**src/rtl/sd_div_pkg.sv**
```systemverilog
`timescale 1ns/1ps
package sd_div_pkg;

  typedef enum logic [1:0] {
    ST_IDLE  = 2'd0,
    ST_SCALE = 2'd1,
    ST_ITER  = 2'd2,
    ST_FIN   = 2'd3
  } div_state_e;

  // quotient digit code: positive bit, negative bit
  typedef enum logic [1:0] {
    QD_ZERO = 2'b00,
    QD_NEG  = 2'b01,
    QD_POS  = 2'b10
  } qdig_e;

  function automatic logic signed [3:0] dval(input logic p, input logic n);
    if (p) return 4'sd1;
    if (n) return -4'sd1;
    return 4'sd0;
  endfunction

endpackage

```
**src/rtl/sd_prescale.sv**
```systemverilog
`timescale 1ns/1ps
module sd_prescale #(
  parameter int M  = 31,
  parameter int KW = $clog2(M + 1)
) (
  input  logic [M-1:0]  b_mag,
  output logic [M-1:0]  d_norm,
  output logic [KW-1:0] shift,
  output logic          is_zero
);

  logic hit;

  always_comb begin
    shift = '0;
    hit   = 1'b0;
    for (int i = M - 1; i >= 0; i--) begin
      if (!hit) begin
        if (b_mag[i]) hit = 1'b1;
        else          shift = shift + KW'(1);
      end
    end
  end

  assign d_norm  = b_mag << shift;
  assign is_zero = ~|b_mag;

endmodule

```
**src/rtl/sd_rem_step.sv**
```systemverilog
`timescale 1ns/1ps
module sd_rem_step
  import sd_div_pkg::*;
#(
  parameter int M = 31
) (
  input  logic         clk,
  input  logic         rst_n,
  input  logic         active,
  input  logic [M:0]   rp,
  input  logic [M:0]   rn,
  input  logic [M-1:0] d,
  output qdig_e        qd,
  output logic [M:0]   np,
  output logic [M:0]   nn
);

  localparam int SW = M + 2;

  logic signed [3:0] est, top_t, fold;
  logic [SW-1:0] sp, sn, de, tn, tp, wodd, tn_in, tp_in, op, on;

  // digit estimate from the top three remainder digits only
  always_comb begin
    est = (dval(rp[M], rn[M]) <<< 2) + (dval(rp[M-1], rn[M-1]) <<< 1)
        + dval(rp[M-2], rn[M-2]);
    if (est > 0)      qd = QD_POS;
    else if (est < 0) qd = QD_NEG;
    else              qd = QD_ZERO;
  end

  assign sp = {rp, 1'b0};
  assign sn = {rn, 1'b0};
  assign de = {2'b00, d};

  // per-digit transfer and interim digit
  for (genvar i = 0; i < SW; i++) begin : g_cell
    assign tn[i]   = sn[i] | (de[i] & ~sp[i]);
    assign tp[i]   = sp[i] | (de[i] & ~sn[i]);
    assign wodd[i] = sp[i] ^ sn[i] ^ de[i];
  end

  assign tn_in = {tn[SW-2:0], 1'b0};
  assign tp_in = {tp[SW-2:0], 1'b0};

  always_comb begin
    unique case (qd)
      QD_POS: begin
        op    = wodd & ~tn_in;
        on    = tn_in & ~wodd;
        top_t = tn[SW-1] ? -4'sd1 : 4'sd0;
      end
      QD_NEG: begin
        op    = tp_in & ~wodd;
        on    = wodd & ~tp_in;
        top_t = tp[SW-1] ? 4'sd1 : 4'sd0;
      end
      default: begin
        op    = sp;
        on    = sn;
        top_t = 4'sd0;
      end
    endcase
    // fold transfer-out and the two top digits into one digit
    fold = (top_t <<< 2) + (dval(op[M+1], on[M+1]) <<< 1) + dval(op[M], on[M]);
  end

  assign np = {fold == 4'sd1,  op[M-1:0]};
  assign nn = {fold == -4'sd1, on[M-1:0]};

  // the folded top digit always fits the digit set
  assert_fold_in_set_R1: assert property (@(posedge clk) disable iff (!rst_n)
    active |-> (fold >= -4'sd1 && fold <= 4'sd1));

endmodule

```
**src/rtl/sd_otf_conv.sv**
```systemverilog
`timescale 1ns/1ps
module sd_otf_conv
  import sd_div_pkg::*;
#(
  parameter int QW = 32
) (
  input  logic          clk,
  input  logic          rst_n,
  input  logic          init,
  input  logic          en,
  input  qdig_e         qd,
  output logic [QW-1:0] q,
  output logic [QW-1:0] qm
);

  logic [QW-1:0] q_nx, qm_nx;
  logic          ld;

  assign ld = init | en;

  always_comb begin
    if (init) begin
      q_nx  = '0;
      qm_nx = '1;
    end else begin
      unique case (qd)
        QD_POS: begin
          q_nx  = {q[QW-2:0], 1'b1};
          qm_nx = {q[QW-2:0], 1'b0};
        end
        QD_NEG: begin
          q_nx  = {qm[QW-2:0], 1'b1};
          qm_nx = {qm[QW-2:0], 1'b0};
        end
        default: begin
          q_nx  = {q[QW-2:0], 1'b0};
          qm_nx = {qm[QW-2:0], 1'b1};
        end
      endcase
    end
  end

  always_ff @(posedge clk or negedge rst_n) begin
    if (!rst_n) begin
      q  <= '0;
      qm <= '1;
    end else if (ld) begin
      q  <= q_nx;
      qm <= qm_nx;
    end
  end

  // the second register always trails the first by one
  assert_qm_trails_R1: assert property (@(posedge clk) disable iff (!rst_n)
    qm == q - QW'(1));

endmodule

```
**src/rtl/sd_divider.sv**
```systemverilog
`timescale 1ns/1ps
module sd_divider
  import sd_div_pkg::*;
#(
  parameter int W = 32
) (
  input  logic         clk,
  input  logic         rst_n,
  input  logic         start,
  input  logic [W-1:0] dividend,
  input  logic [W-1:0] divisor,
  output logic [W-1:0] quotient,
  output logic [W-1:0] remainder,
  output logic         done,
  output logic         div_zero
);

  localparam int M  = W - 1;
  localparam int KW = $clog2(M + 1);
  localparam int CW = $clog2(2 * M);

  div_state_e st, st_nx;
  logic         sa, sb, cap_en;
  logic [M-1:0] a_mag, b_mag, d_reg, d_nx;
  logic [KW-1:0] k_reg, k_nx;
  logic [CW-1:0] cnt, cnt_nx;
  logic [M:0]   rp, rn, rp_nx, rn_nx;
  logic [W-1:0] quo_nx, rem_nx;
  logic         done_nx, dz_nx;

  logic [M-1:0] ps_d;
  logic [KW-1:0] ps_k;
  logic         ps_zero;
  qdig_e        qd;
  logic [M:0]   st_p, st_n, q_run, qm_run;
  logic         otf_init, otf_en, step_act;

  logic [M+1:0] rb, rc, rs;
  logic         r_neg;
  logic [M:0]   q_sel;

  sd_prescale #(.M(M), .KW(KW)) u_scale (
    .b_mag(b_mag), .d_norm(ps_d), .shift(ps_k), .is_zero(ps_zero));

  sd_rem_step #(.M(M)) u_step (
    .clk(clk), .rst_n(rst_n), .active(step_act), .rp(rp), .rn(rn),
    .d(d_reg), .qd(qd), .np(st_p), .nn(st_n));

  sd_otf_conv #(.QW(M + 1)) u_otf (
    .clk(clk), .rst_n(rst_n), .init(otf_init), .en(otf_en), .qd(qd),
    .q(q_run), .qm(qm_run));

  // single carry-propagate conversion of the final remainder
  always_comb begin
    rb    = {1'b0, rp} - {1'b0, rn};
    r_neg = rb[M+1];
    rc    = r_neg ? rb + {2'b00, d_reg} : rb;
    rs    = rc >> k_reg;
    q_sel = r_neg ? qm_run : q_run;
  end

  always_comb begin
    st_nx    = st;
    cap_en   = 1'b0;
    d_nx     = d_reg;
    k_nx     = k_reg;
    cnt_nx   = cnt;
    rp_nx    = rp;
    rn_nx    = rn;
    quo_nx   = quotient;
    rem_nx   = remainder;
    dz_nx    = div_zero;
    done_nx  = 1'b0;
    otf_init = 1'b0;
    otf_en   = 1'b0;
    step_act = 1'b0;
    unique case (st)
      ST_IDLE: begin
        if (start) begin
          cap_en = 1'b1;
          st_nx  = ST_SCALE;
        end
      end
      ST_SCALE: begin
        if (ps_zero) begin
          done_nx = 1'b1;
          dz_nx   = 1'b1;
          quo_nx  = '0;
          rem_nx  = '0;
          st_nx   = ST_IDLE;
        end else begin
          d_nx     = ps_d;
          k_nx     = ps_k;
          rp_nx    = {1'b0, a_mag};
          rn_nx    = '0;
          cnt_nx   = CW'(M - 1) + CW'(ps_k);
          otf_init = 1'b1;
          st_nx    = ST_ITER;
        end
      end
      ST_ITER: begin
        rp_nx    = st_p;
        rn_nx    = st_n;
        otf_en   = 1'b1;
        step_act = 1'b1;
        if (cnt == '0) st_nx = ST_FIN;
        else           cnt_nx = cnt - CW'(1);
      end
      default: begin
        quo_nx  = {sa ^ sb, q_sel[M-1:0]};
        rem_nx  = {sa, rs[M-1:0]};
        dz_nx   = 1'b0;
        done_nx = 1'b1;
        st_nx   = ST_IDLE;
      end
    endcase
  end

  always_ff @(posedge clk or negedge rst_n) begin
    if (!rst_n) begin
      st        <= ST_IDLE;
      sa        <= 1'b0;
      sb        <= 1'b0;
      a_mag     <= '0;
      b_mag     <= '0;
      d_reg     <= '0;
      k_reg     <= '0;
      cnt       <= '0;
      rp        <= '0;
      rn        <= '0;
      quotient  <= '0;
      remainder <= '0;
      div_zero  <= 1'b0;
      done      <= 1'b0;
    end else begin
      st   <= st_nx;
      done <= done_nx;
      if (cap_en) begin
        sa    <= dividend[W-1];
        sb    <= divisor[W-1];
        a_mag <= dividend[M-1:0];
        b_mag <= divisor[M-1:0];
      end
      d_reg <= d_nx;
      k_reg <= k_nx;
      cnt   <= cnt_nx;
      rp    <= rp_nx;
      rn    <= rn_nx;
      if (done_nx) begin
        quotient  <= quo_nx;
        remainder <= rem_nx;
        div_zero  <= dz_nx;
      end
    end
  end

  // no remainder digit ever holds the unused code
  assert_no_bad_digit_R1: assert property (@(posedge clk) disable iff (!rst_n)
    (rp & rn) == '0);

  // corrected remainder is in [0, divisor) and quotient fits
  assert_rem_range_R2: assert property (@(posedge clk) disable iff (!rst_n)
    (st == ST_FIN) |-> (!rc[M+1] && rc < {2'b00, d_reg} && !q_sel[M] && rs[M+1:M] == 2'b00));

  // zero divisor ends the run on the next edge
  assert_zero_div_R4: assert property (@(posedge clk) disable iff (!rst_n)
    (st == ST_SCALE && ps_zero) |=> (done && div_zero));

  // strobe lasts one cycle, results hold otherwise
  assert_done_pulse_R6: assert property (@(posedge clk) disable iff (!rst_n)
    done |=> !done);
  assert_hold_R6: assert property (@(posedge clk) disable iff (!rst_n)
    !done |-> ($stable(quotient) && $stable(remainder) && $stable(div_zero)));

  // operands are frozen while a run is in progress
  assert_ignore_start_R7: assert property (@(posedge clk) disable iff (!rst_n)
    (st != ST_IDLE) |=> ($stable(a_mag) && $stable(b_mag) && $stable(sa) && $stable(sb)));

endmodule

```
**config.mk**
```make
export PLATFORM = sky130hd
export DESIGN_NAME = sd_divider
export DESIGN_NICKNAME = d
export VERILOG_FILES = /design/src/rtl/sd_div_pkg.sv /design/src/rtl/sd_prescale.sv /design/src/rtl/sd_rem_step.sv /design/src/rtl/sd_otf_conv.sv /design/src/rtl/sd_divider.sv
export SDC_FILE = /design/constraint.sdc
export NUM_CORES = 1
export LEC_CHECK = 0
export BUFFER_PORTS_ARGS = -buffer_cell sky130_fd_sc_hd__buf_2
export CAP_MARGIN = 20
export CORE_ASPECT_RATIO = 1.75
export CORE_MARGIN = 1
export CORE_UTILIZATION = 55
export DETAILED_ROUTE_END_ITERATION = 7
export PLACE_DENSITY = 0.7
export SYNTH_ARGS = -nofsm -noshare
export SYNTH_HDL_FRONTEND = slang
export SYNTH_SLANG_ARGS = --single-unit
```
**constraint.sdc**
```tcl
create_clock -name clk -period 20.2 [get_ports clk]
set_input_delay 3.03 -clock clk [delete_from_list [all_inputs] [get_ports clk]]
set_output_delay 3.03 -clock clk [all_outputs]
set_load 0.01 [all_outputs]
```
==> impl_metrics.yaml <==
yosys:
  synth_compound_area_frac: 0.232
  synth-seq-cells: 300
  synth.yosys.warnings: 0
  synthesis.nets: 3342
  synthFlopType: "dfrtp_1"
  yosys.area.top_type: "dfrtp_1"
  synthAdderAreaFrac: 0.0563
  synth_top_family_by_area: "compound AO/OA/AOI/OAI gates"
  synth_mux_area_frac: 0.109
  post_synth.cell_area_avg_sq_um: 7.97
  synth_top_area_share: 0.267
  ys_seq_area_frac: 0.299
  synth_xor_area_frac: 0.0556
  netlist_top_cells_area: "dfrtp_1 (27%), mux2i_1 (6.5%), nand2_1 (5.9%), o21ai_0 (5.5%), ha_1 (5.2%)"
  synthCells: 3167
  synth-simple-area-share: 0.193
  synth_cell_types: 103
  synth_edf_count: 0
  synth_area_sq_um: 25200
  async_reset_ff_frac: 1.00
floorplanning:
  initial_core_util: 0.558
  ios: 133
  die_h_um: 285
  dieArea_sq_um: 46800
  core_region_area_sq_um: 45200
  fp.dieW_um: 164
  num_rows: 103
setup_path:
  endpoint_kind: "flop"
  critical_path.max_stage_delay_ns: 0.51
  r2r_slack_ns: 4.08
  critPathMaxFanout: 33
  cp.arrival_ns: 16.57
  crit_top_cell: "ha_1"
  crit_required_ns: 20.65
  startpoint_type: "flop"
  cp_slowest_cell: "dfrtp_1"
  worstSetupPathType: "reg -> reg"
route:
  dr.pass1.iters: 7
  drt_iter0_drc: 1713
  drc: 0
  routedWlPerCell_um: 20.4
  totalWireLength_um: 76600
  num_vias: 23767
  ant_nets: 0
  vias_per_cell: 6.33
global_routing:
  grt_pass1_wl_um: 122000
  grt_max_degree: 121
  antenna_found_initial: 0
  grt_pass1_vias: 23340
  grtUsageTotal: 0.326
  grt-ovfl-total: 0
sta:
  relSlewSlack: 0.285
  hold_viol_final: 0
  holdWs_ns: 0.468
  tns_ns: 0
  fin_skew_ns: 0.0206
  fin_crit_sh: 0.798
  max_freq_mhz: 62.0
  setup-violations-final: 0
  worstMarginPinSlew_ns: 1.06
  maxSlewViolCount: 0
  rsz0062_at_grt: "no"
  period_minus_slack_ns: 16.12
place:
  dpl.hpwl_um: 56500
  gp_congestion: 0.963
  io_buffers: 132
finish:
  most-common-layout-cells: "nand2_1 (395), nor2_1 (290), o21ai_0 (275)"
  fillers: 4098
  register_area_sq_um: 7550
  drive_gt1_frac: 0.127
  finalNetCount: 3332
  antennaDiodeCount: 0
  layout_commonest_cell: "nand2_1"
  syn2layout_area_growth_pct: 7.38
  multi_input_area_sq_um: 16400
clocking:
  root_buffer: "clkbuf_16"
  insertion_delay_ns: 0.60
  clockBufferDepth: 3
  clkSinkCount: 300
  h-tree-depth: 1
  post-cts-setup-buffers: 0
  cts_inserted_buffers: 29
  ctsHoldBuffers: 0
  clk_pin_slew_ns: 0.07
  cts_repair_resize_count: 0
  cts_tree: "yes"
job:
  cap_viol_max_count: 0
outcome:
  status: "completed"
min_path:
  hold_class: "reg -> reg"
## metrics by stage
stage	setup slack, ns	utilization	instance area, sq um	instances
2_1_floorplan	6.19	-	25200	3167
3_3_place_gp	4.76	0.578	26100	3702
3_5_place_dp	4.30	0.578	26100	3702
4_1_cts	4.20	0.598	27100	3756
5_1_grt	2.74	0.599	27100	3757
6_report	4.08	0.599	27100	3757
## synthesized netlist by cell type, types with 12 or more instances
cell	n
nand2_1	395
o311ai_0	17
buf_1	18
a22o_1	12
a22oi_1	13
nor3_1	59
a21o_1	35
nor2_1	292
nand2b_1	29
and3_1	15
ha_1	104
o21a_1	20
a21oi_1	231
mux2_2	84
nand4_1	13
o221ai_1	16
a211oi_1	56
dfstp_2	31
o31ai_1	19
clkbuf_1	165
o22ai_1	12
xor2_1	38
xnor2_1	93
mux2i_1	163
o21ai_0	276
inv_1	138
and2_1	15
dfrtp_1	269
buf_2	16
a31oi_1	99
nor2b_1	35
or3_1	19
o211ai_1	20
nand3_1	129
## cells by family (layout without fill, tap and decap cells)
kind of cell	count (synthesis)	after routing
buffers and inverters	351	364
DFF	300	300
adders and majority gates	112	112
xor gates and xnor gates	145	145
AOI/OAI and AO/OA	938	938
and+or+nand+nor	1066	1066
muxes	255	255
## critical path, delay by kind of cell, from the launching register on
family	cells	cell delay [ns]
buffers and inverters	3	0.80
multiplexers	10	1.90
AO/OA/AOI/OAI	33	5.74
XOR/XNOR	2	0.25
AND/OR/NAND/NOR	18	2.40
adder cells (fa/ha/maj)	15	4.33
flip-flops	1	0.51
## worst paths after layout
path                               start       endpoint  cells past startpoint
setup / recovery               b_mag[28]      d_reg[22]                     81
hold / removal             remainder[15]  remainder[15]                      1
setup reg to reg               b_mag[28]      d_reg[22]                     81
hold reg to reg            remainder[15]  remainder[15]                      1
max in group asynchronous          rst_n          rn[1]                      3
min in group asynchronous          rst_n         rn[17]                      1
## per-layer routing
metal | vias to the layer above | wire length, um | part of all wire | track usage
met4 | 0 | 4870 | 0.064 | 0.194
met1 | 11433 | 28700 | 0.37 | 0.359
met5 | - | 0 | 0 | 0
li1 | 11348 | - | - | -
met2 | 755 | 39900 | 0.52 | 0.599
met3 | 231 | 3100 | 0.041 | 0.0294
## cell type report
class                      count  area share
sequential                   300       0.279
tap                          577      0.0267
inverter                     143      0.0198
multi-input combinational   2516       0.605
clock buffer                  41      0.0307
timing repair buffer         167      0.0352
clock inverter                13     0.00383
Power is not shown: default switching activity piles up to over one toggle a cycle in this logic, so the estimate is an artifact.
